--- config.mk ---
export PLATFORM = sky130hd
export DESIGN_NAME = dring_master
export DESIGN_NICKNAME = d
export VERILOG_FILES = /design/src/rtl/dring_pkg.sv /design/src/rtl/dring_wrap.sv /design/src/rtl/dring_seq.sv /design/src/rtl/dring_regs.sv /design/src/rtl/dring_master.sv
export SDC_FILE = /design/constraint.sdc
export NUM_CORES = 1
export LEC_CHECK = 0
export BUFFER_PORTS_ARGS = -buffer_cell sky130_fd_sc_hd__clkbuf_2
export CAP_MARGIN = 20
export CORE_AREA = 2 2 93 162
export CTS_CLUSTER_DIAMETER = 50
export DETAILED_ROUTE_END_ITERATION = 8
export DIE_AREA = 0 0 95 164
export MAX_ROUTING_LAYER = met4
export PLACE_DENSITY_LB_ADDON = 0.3
export RECOVER_POWER = 50
export SLEW_MARGIN = 10
export SYNTH_ARGS = -nofsm -noshare
export SYNTH_HDL_FRONTEND = slang
export SYNTH_SLANG_ARGS = --single-unit
export TNS_END_PERCENT = 5
--- constraint.sdc ---
create_clock -name clk -period 5.1 [get_ports clk]
set_clock_uncertainty 0.05 [all_clocks]
set_input_delay 0.765 -clock clk [delete_from_list [all_inputs] [get_ports clk]]
set_output_delay 0.765 -clock clk [all_outputs]
set_load 0.005 [all_outputs]
--- src/rtl/dring_pkg.sv ---
package dring_pkg;
   typedef enum logic [1:0] {SQ_IDLE, SQ_FETCH, SQ_WAIT} sq_state_e;

   localparam int OFS_BASE  = 'h00;
   localparam int OFS_CTRL  = 'h08;
   localparam int OFS_STAT  = 'h0C;
   localparam int OFS_SIZE  = 'h10;

   localparam int BIT_START = 0;
   localparam int BIT_MEIE  = 4;
   localparam int BIT_BUSY  = 0;
   localparam int BIT_MEIS  = 4;
   localparam int BIT_MIS   = 5;
   localparam int PTR_LSB   = 16;
endpackage

--- src/rtl/dring_wrap.sv ---
module dring_wrap #(
   parameter int PTR_W = 8
) (
   input  logic [PTR_W-1:0] cur,
   input  logic [PTR_W-1:0] last,
   output logic [PTR_W-1:0] nxt
);
   always_comb begin
      if (cur == last) nxt = '0;
      else             nxt = cur + 1'b1;
   end
endmodule

--- src/rtl/dring_seq.sv ---
module dring_seq
   import dring_pkg::*;
#(
   parameter int PTR_W = 8
) (
   input  logic             clk,
   input  logic             rst_n,
   input  logic             start,
   input  logic [PTR_W-1:0] head,
   input  logic [PTR_W-1:0] last,
   input  logic             ack,
   input  logic             done_valid,
   output logic             fetch_req,
   output logic [PTR_W-1:0] tail,
   output logic             busy,
   output logic             cmpl
);
   sq_state_e        st;
   logic [PTR_W-1:0] tail_nxt;

   dring_wrap #(.PTR_W(PTR_W)) u_wrap (
      .cur  (tail),
      .last (last),
      .nxt  (tail_nxt)
   );

   always_ff @(posedge clk or negedge rst_n) begin
      if (!rst_n) begin
         st   <= SQ_IDLE;
         tail <= '0;
      end else begin
         case (st)
            SQ_IDLE:  if (start && (tail != head)) st <= SQ_FETCH;
            SQ_FETCH: if (ack) st <= SQ_WAIT;
            SQ_WAIT:  if (done_valid) begin
                         st   <= SQ_IDLE;
                         tail <= tail_nxt;
                      end
            default:  st <= SQ_IDLE;
         endcase
      end
   end

   assign fetch_req = (st == SQ_FETCH);
   assign busy      = (st != SQ_IDLE);
   assign cmpl      = (st == SQ_WAIT) && done_valid;
endmodule

--- src/rtl/dring_regs.sv ---
module dring_regs
   import dring_pkg::*;
#(
   parameter int ADDR_W = 64,
   parameter int PTR_W  = 8,
   parameter int RA_W   = 5
) (
   input  logic              clk,
   input  logic              rst_n,
   input  logic              wr_en,
   input  logic [RA_W-1:0]   wr_addr,
   input  logic [63:0]       wr_data,
   input  logic [RA_W-1:0]   rd_addr,
   output logic [63:0]       rd_data,
   input  logic [PTR_W-1:0]  tail,
   input  logic              busy,
   input  logic              cmpl,
   input  logic              cmpl_irq,
   input  logic              cmpl_err,
   output logic [ADDR_W-1:0] base,
   output logic [PTR_W-1:0]  head,
   output logic [PTR_W-1:0]  last,
   output logic              start,
   output logic              meie,
   output logic              mis,
   output logic              meis
);
   logic wr_base, wr_ctrl, wr_stat, wr_size;

   assign wr_base = wr_en && (wr_addr == RA_W'(OFS_BASE));
   assign wr_ctrl = wr_en && (wr_addr == RA_W'(OFS_CTRL));
   assign wr_stat = wr_en && (wr_addr == RA_W'(OFS_STAT));
   assign wr_size = wr_en && (wr_addr == RA_W'(OFS_SIZE));

   always_ff @(posedge clk or negedge rst_n) begin
      if (!rst_n) begin
         base  <= '0;
         head  <= '0;
         last  <= '0;
         start <= 1'b0;
         meie  <= 1'b0;
      end else begin
         if (wr_base) base <= wr_data[ADDR_W-1:0];
         if (wr_size) last <= wr_data[PTR_W-1:0];
         if (wr_ctrl) begin
            head  <= wr_data[PTR_LSB +: PTR_W];
            start <= wr_data[BIT_START];
            meie  <= wr_data[BIT_MEIE];
         end
      end
   end

   // sticky flags: a completion wins over a same-cycle clear
   always_ff @(posedge clk or negedge rst_n) begin
      if (!rst_n) begin
         mis  <= 1'b0;
         meis <= 1'b0;
      end else begin
         if (cmpl && cmpl_irq)                 mis <= 1'b1;
         else if (wr_stat && wr_data[BIT_MIS]) mis <= 1'b0;
         if (cmpl && cmpl_err)                  meis <= 1'b1;
         else if (wr_stat && wr_data[BIT_MEIS]) meis <= 1'b0;
      end
   end

   always_comb begin
      rd_data = '0;
      case (rd_addr)
         RA_W'(OFS_BASE): rd_data[ADDR_W-1:0] = base;
         RA_W'(OFS_CTRL): begin
            rd_data[PTR_LSB +: PTR_W] = head;
            rd_data[BIT_MEIE]         = meie;
            rd_data[BIT_START]        = start;
         end
         RA_W'(OFS_STAT): begin
            rd_data[PTR_LSB +: PTR_W] = tail;
            rd_data[BIT_MIS]          = mis;
            rd_data[BIT_MEIS]         = meis;
            rd_data[BIT_BUSY]         = busy;
         end
         RA_W'(OFS_SIZE): rd_data[PTR_W-1:0] = last;
         default:         rd_data = '0;
      endcase
   end
endmodule

--- src/rtl/dring_master.sv ---
module dring_master
   import dring_pkg::*;
#(
   parameter int ADDR_W     = 64,
   parameter int PTR_W      = 8,
   parameter int DESC_BYTES = 16,
   parameter int RA_W       = 5
) (
   input  logic              clk,
   input  logic              rst_n,
   input  logic              reg_wr_en,
   input  logic [RA_W-1:0]   reg_wr_addr,
   input  logic [63:0]       reg_wr_data,
   input  logic [RA_W-1:0]   reg_rd_addr,
   output logic [63:0]       reg_rd_data,
   output logic              fetch_req,
   input  logic              fetch_ack,
   output logic [ADDR_W-1:0] fetch_addr,
   output logic [PTR_W-1:0]  fetch_idx,
   input  logic              done_valid,
   input  logic              done_irq,
   input  logic              done_err,
   output logic              irq
);
   localparam bit DESC_POW2 = (DESC_BYTES > 0) && ((DESC_BYTES & (DESC_BYTES - 1)) == 0);
   localparam int DESC_SH   = $clog2(DESC_BYTES);

   if (PTR_W < 1 || PTR_W > 8) begin : g_bad_ptr
      $error("PTR_W must lie in 1..8");
   end
   if (ADDR_W < 8 || ADDR_W > 64) begin : g_bad_addr
      $error("ADDR_W must lie in 8..64");
   end
   if (RA_W < 5) begin : g_bad_ra
      $error("RA_W must cover offset 0x10");
   end
   if (DESC_BYTES < 1) begin : g_bad_desc
      $error("DESC_BYTES must be positive");
   end

   logic [ADDR_W-1:0] rg_base;
   logic [PTR_W-1:0]  rg_head, rg_last, sq_tail;
   logic              rg_start, rg_meie, rg_mis, rg_meis;
   logic              sq_busy, sq_cmpl;

   dring_regs #(.ADDR_W(ADDR_W), .PTR_W(PTR_W), .RA_W(RA_W)) u_regs (
      .clk      (clk),
      .rst_n    (rst_n),
      .wr_en    (reg_wr_en),
      .wr_addr  (reg_wr_addr),
      .wr_data  (reg_wr_data),
      .rd_addr  (reg_rd_addr),
      .rd_data  (reg_rd_data),
      .tail     (sq_tail),
      .busy     (sq_busy),
      .cmpl     (sq_cmpl),
      .cmpl_irq (done_irq),
      .cmpl_err (done_err),
      .base     (rg_base),
      .head     (rg_head),
      .last     (rg_last),
      .start    (rg_start),
      .meie     (rg_meie),
      .mis      (rg_mis),
      .meis     (rg_meis)
   );

   dring_seq #(.PTR_W(PTR_W)) u_seq (
      .clk        (clk),
      .rst_n      (rst_n),
      .start      (rg_start),
      .head       (rg_head),
      .last       (rg_last),
      .ack        (fetch_ack),
      .done_valid (done_valid),
      .fetch_req  (fetch_req),
      .tail       (sq_tail),
      .busy       (sq_busy),
      .cmpl       (sq_cmpl)
   );

   if (DESC_POW2) begin : g_addr_shift
      assign fetch_addr = rg_base + (ADDR_W'(sq_tail) << DESC_SH);
   end else begin : g_addr_mul
      assign fetch_addr = rg_base + ADDR_W'(sq_tail) * ADDR_W'(DESC_BYTES);
   end

   assign fetch_idx = sq_tail;
   assign irq       = rg_mis | (rg_meis & rg_meie);
endmodule

Yosys cells after proc, flatten, opt, wreduce, memory -nomap -nowiden. Index checks and enable logic that the tools add are counted.

Bits in registers: 94.

Add/sub/neg operators: 2. Equal/unequal tests: 13. Mux-type cells: 17. Bitwise logic cells: 2. Reductions and logical operators: 18.

Operators by type and width (number): $add A64 B12 Y64 (1); $mux W40 (1); $pmux W8 S3 (1); $eq A5 B4 Y1 const B (4); $mux W8 (2); $eq A5 B5 Y1 const B (2); $logic_and A1 B1 Y1 (10); $logic_not A5 Y1 (2); $add A8 B1 Y8 const B (1); $eq A8 B8 Y1 (1); $ne A8 B8 Y1 (1); $pmux W1 S4 (2); $mux W2 (3); $pmux W2 S3 (1); $pmux W3 S2 (1); $reduce_bool A2 Y1 (3); $mux W1 (4); $ne A2 B1 Y1 const B (2); $pmux W2 S2 (1); $pmux W1 S3 (1); $reduce_and A3 Y1 (1); $eq A2 B1 Y1 const B (1); $eq A2 B2 Y1 const B (1); $logic_not A2 Y1 (1); other kinds (4) (4).

Depth between registers and ports, before layout.
Word-level depth: 5. Gate-level depth with buffers: 8.

Modules after synthesis. From an unflattened synthesis, not the netlist that was laid out.

Cells, all modules: 592. Area, all modules: 6392.4 um^2.

By module, submodules not included: dring_regs (instances 1, cells an instance 281, area each 4071.4 um^2, seq. area each 2102.0 um^2); dring_master (instances 1, cells an instance 221, area each 1562.7 um^2, seq. area each 0.0 um^2); dring_seq (instances 1, cells an instance 55, area each 484.2 um^2, seq. area each 250.2 um^2); dring_wrap (instances 1, cells an instance 35, area each 274.0 um^2, seq. area each 0.0 um^2).

Least setup slack after synthesis. OpenSTA, ideal clock, no wires.

Path type: register to output. Start point: register u_seq.tail[0]. End point: output port fetch_addr[32]. Data arrival time: 2.346 ns. Data required time: 4.285 ns. Setup slack: 1.939 ns. Cell stages (with the launch flop): 9. Path buffers: 1. Cell sequence: dfrtp_1 -> ha_1 -> fa_1 -> a211oi_1 -> o21ai_0 -> a41oi_2 -> buf_2 -> nor3_1 -> xnor2_1.

Cells in the longest elaborated chain, start to end: 1.

RTL lines: from (decl) (line dring_seq.sv:14) `output logic [PTR_W-1:0] tail,`; from (signal assigned) (line dring_seq.sv:37) `tail <= tail_nxt;`; $add A64 B12 Y64 (line dring_master.sv:83) `assign fetch_addr = rg_base + (ADDR_W'(sq_tail) << DESC_SH);`; to (decl) (line dring_master.sv:18) `output logic [ADDR_W-1:0] fetch_addr,`.

No other way between the ends.

Worst setup path in the final report.
Start point: register u_seq.tail[2]. End point: output port fetch_addr[34].

The elaborated chain is that of the path after synthesis.

==> run_results.csv <==
group,metric,value,unit
clock_network,cts_sinks,94,
clock_network,post_cts_resized,0,
critical_path,crit_cells,8,
synthesis,ys.warnings.count,0,
routing,wl_per_cell,18.5,microns
timing,post-route-period-util,84.8,%
clock_network,cts.htree.levels,3,
synthesis,avgSynthCellArea,10.3,sq um
global_routing,antenna_found_initial,0,
critical_path,cp_max_fo,16,
pwr,total_power,0.00241,W
place,place_congestion,0.917,
critical_path,endpoint,"fetch_addr[34]",
clock_network,cts_tree,"yes",
synthesis,yosysTopAreaCell,"dfrtp_1",
finish,diodes,0,
pwr,vdd_ir_drop_max,190,uV
flow_run,max_cap_violations,3,
routing,dr.pass1.iters,5,
timing,setup_violations,0,
synthesis,yosysSeqAreaShare,39.2,%
synthesis,synthTopCellsByArea,"dfrtp_1 (39%), mux2_2 (16%), xor2_1 (6.3%)",
critical_path,rr_endpoint,"u_seq.tail[0]$_DFFE_PN0P_",
finish,post-route-util,52.7,%
finish,drive_gt1_share,42.0,%
routing,wirelength,18100,microns
synthesis,synthMuxAreaShare,17.1,%
timing,hold_viol_final,0,
synthesis,syn_inst,585,
synthesis,synth_compound_area_share,5.49,%
synthesis,synth_edf_count,0,
synthesis,synth-xor-area-share,11.2,%
timing,fin_crit,4320,ps
routing,routed-via-count,5361,
finish,syn2layout_area_growth,25.5,%
place,io_buffers,218,
worst_hold_path,hold_path.class,"register to register",
run_status,violations,"max-capacitance violations, max-slew violations",
clock_network,post_cts_buffers,0,
die,die_w,95,microns
clock_network,clock_latency,340,ps
die,die_area,15600,sq um
synthesis,synth_fa_ha_area_share,2.21,%
critical_path,slowest_delay,590,ps
pwr,p_per_area,319,nW/um^2
critical_path,reg2regPathDepth,6,
run_status,status,"finished with violations",
global_routing,grt_max_degree,63,
routing,viasPerCell,5.49,
critical_path,ff2ff_setup_slack,3120,ps
pwr,leakagePower,3.77,nW
die,rows,58,
die,io_pins,219,
routing,ant_nets,0,
critical_path,crit_type,"register to output port",
global_routing,grt_pass1_wl,28200,microns
clock_network,postCtsHoldBufs,0,
critical_path,arrival,3510,ps
timing,tns,0,ps
synthesis,synthTopCellsByCount,"dfrtp_1 (94), mux2_2 (84), and2_1 (43), xor2_1 (43), xnor2_1 (34)",
synthesis,netlist_area,6000,sq um
routing,drtIter0Drc,252,
finish,finalNetCount,883,
synthesis,ys_ff_latch,94,
timing,worst_pin_slew,1790,ps
die,core-area,14300,sq um
critical_path,cp_slowest_cell,"a41oi_2",
synthesis,synthFlopType,"dfrtp_1",
synthesis,synthSimpleGateAreaFrac,20.9,%
synthesis,ys_types,52,
die,die_y,164,microns
critical_path,worstSetupStartpoint,"u_seq.tail[2]$_DFFE_PN0P_",
timing,fmax,0.231,GHz
synthesis,synthDominantCellAreaShare,39.2,%
critical_path,critPathTopFamily,"compound AO/OA/AOI/OAI gates",
global_routing,track_usage,24.2,%
critical_path,critPathCaptureType,"output port",
clock_network,clkTransAtPathRegs,70,ps
timing,rsz0062_at_grt,"false",
synthesis,yosys.cell_count.top_type,"dfrtp_1",
critical_path,start_kind,"register",
critical_path,crit_chain,"clkbuf_1 -> ha_1 -> a211oi_1 -> o21ai_0 -> a41oi_2 -> nor4b_1 -> xor2_1 -> clkbuf_2",
routing,drcViolationCount,0,
die,start_util,42.0,%
critical_path,cp.required,4280,ps
synthesis,synth_top_family_by_area,"simple AND/OR/NAND/NOR gates",
critical_path,r2r-start,"u_seq.tail[2]$_DFFE_PN0P_",
clock_network,cts.path.max_buffers,2,
synthesis,async_flop_share,100,%
place,hpwl,14300,microns
timing,maxSlewViolCount,127,
synthesis,synth_nets,676,
critical_path,cp.buffers_inverters,2,
global_routing,grt_pass1_vias,5568,
global_routing,grt_overflow,0,
clock_network,cts_buffers,9,
clock_network,clock-root-buffer,"clkbuf_16",
timing,relSlewSlack,-19.5,%
[kinds of logic (layout without fill, tap and decap cells)]
group                      after synthesis  in the layout
buffers and inverters                   54            266
DFF                                     94             94
adders and majority gates               10             10
xor gates and xnor gates                77             77
muxes                                   92             92
AOI/OAI and AO/OA                       44             44
and+or+nand+nor                        214            214
[per-stage QoR]
step	instance area, sq um	setup WS [ps]	std cells	hold slack [ps]
global placement	7250	1200	958	442
CTS	7560	871	976	314
detailed placement	7280	1160	960	461
floorplan	6000	1940	585	419
global route	7530	525	977	505
finish	7530	775	977	470
[final cells by class]
| cell class | count | area (sq um) |
|---|---|---|
| multi-input combinational | 437 | 3430 |
| timing repair buffer | 231 | 1170 |
| clock buffer | 11 | 243 |
| clock inverter | 5 | 35.0 |
| tap | 180 | 225 |
| inverter | 19 | 71.3 |
| sequential | 94 | 2350 |
| fill | 1342 | 6770 |
[how the worst min path moves through the flow]
stage	depth (start not counted)	end	startpoint
3_3_place_gp	1	u_seq.st[0]$_DFFE_PN0P_	u_seq.st[1]$_DFFE_PN0P_
4_1_cts	1	u_regs.base[36]$_DFFE_PN0P_	rst_n
6_report	1	u_seq.st[0]$_DFFE_PN0P_	u_seq.st[1]$_DFFE_PN0P_
5_1_grt	1	u_regs.meis$_DFFE_PN0P_	u_regs.meis$_DFFE_PN0P_
2_1_floorplan	0	u_regs.base[0]$_DFFE_PN0P_	rst_n
3_5_place_dp	1	u_seq.st[0]$_DFFE_PN0P_	u_seq.st[1]$_DFFE_PN0P_
[report_power, final]
| part | internal, W | switching, W |
|---|---|---|
| Sequential | 0.000897 | 0.000206 |
| Combinational | 0.000360 | 0.000311 |
| Clock | 0.000344 | 0.000287 |
[cell usage in the layout (no fill, tap or decap), types with 9 or more instances in the layout]
master	count
clkbuf_2	212
dfrtp_1	94
mux2_2	84
and2_1	43
xor2_1	43
xnor2_1	34
nand2_1	32
nor3_1	26
nor2_1	24
inv_1	19
nor4_1	17
nand3_1	16
nand4_1	16
clkbuf_1	13
o21ai_0	10
ha_1	9
clkbuf_16	9
[layer usage]
metal | track usage, % | routed length, microns
met5 | - | 0
met4 | 11.9 | 731
met3 | 2.98 | 779
met2 | 43.9 | 10100
met1 | 25.2 | 6480
[state kept, by name, indices dropped and copies added, names as in the netlist]
register      cells
u_regs.base      64
u_regs.head       8
u_regs.last       8
u_seq.tail        8
u_seq.st          2
u_regs.meie       1
u_regs.meis       1
u_regs.mis        1
u_regs.start      1
(Power assumes the default switching activity.)
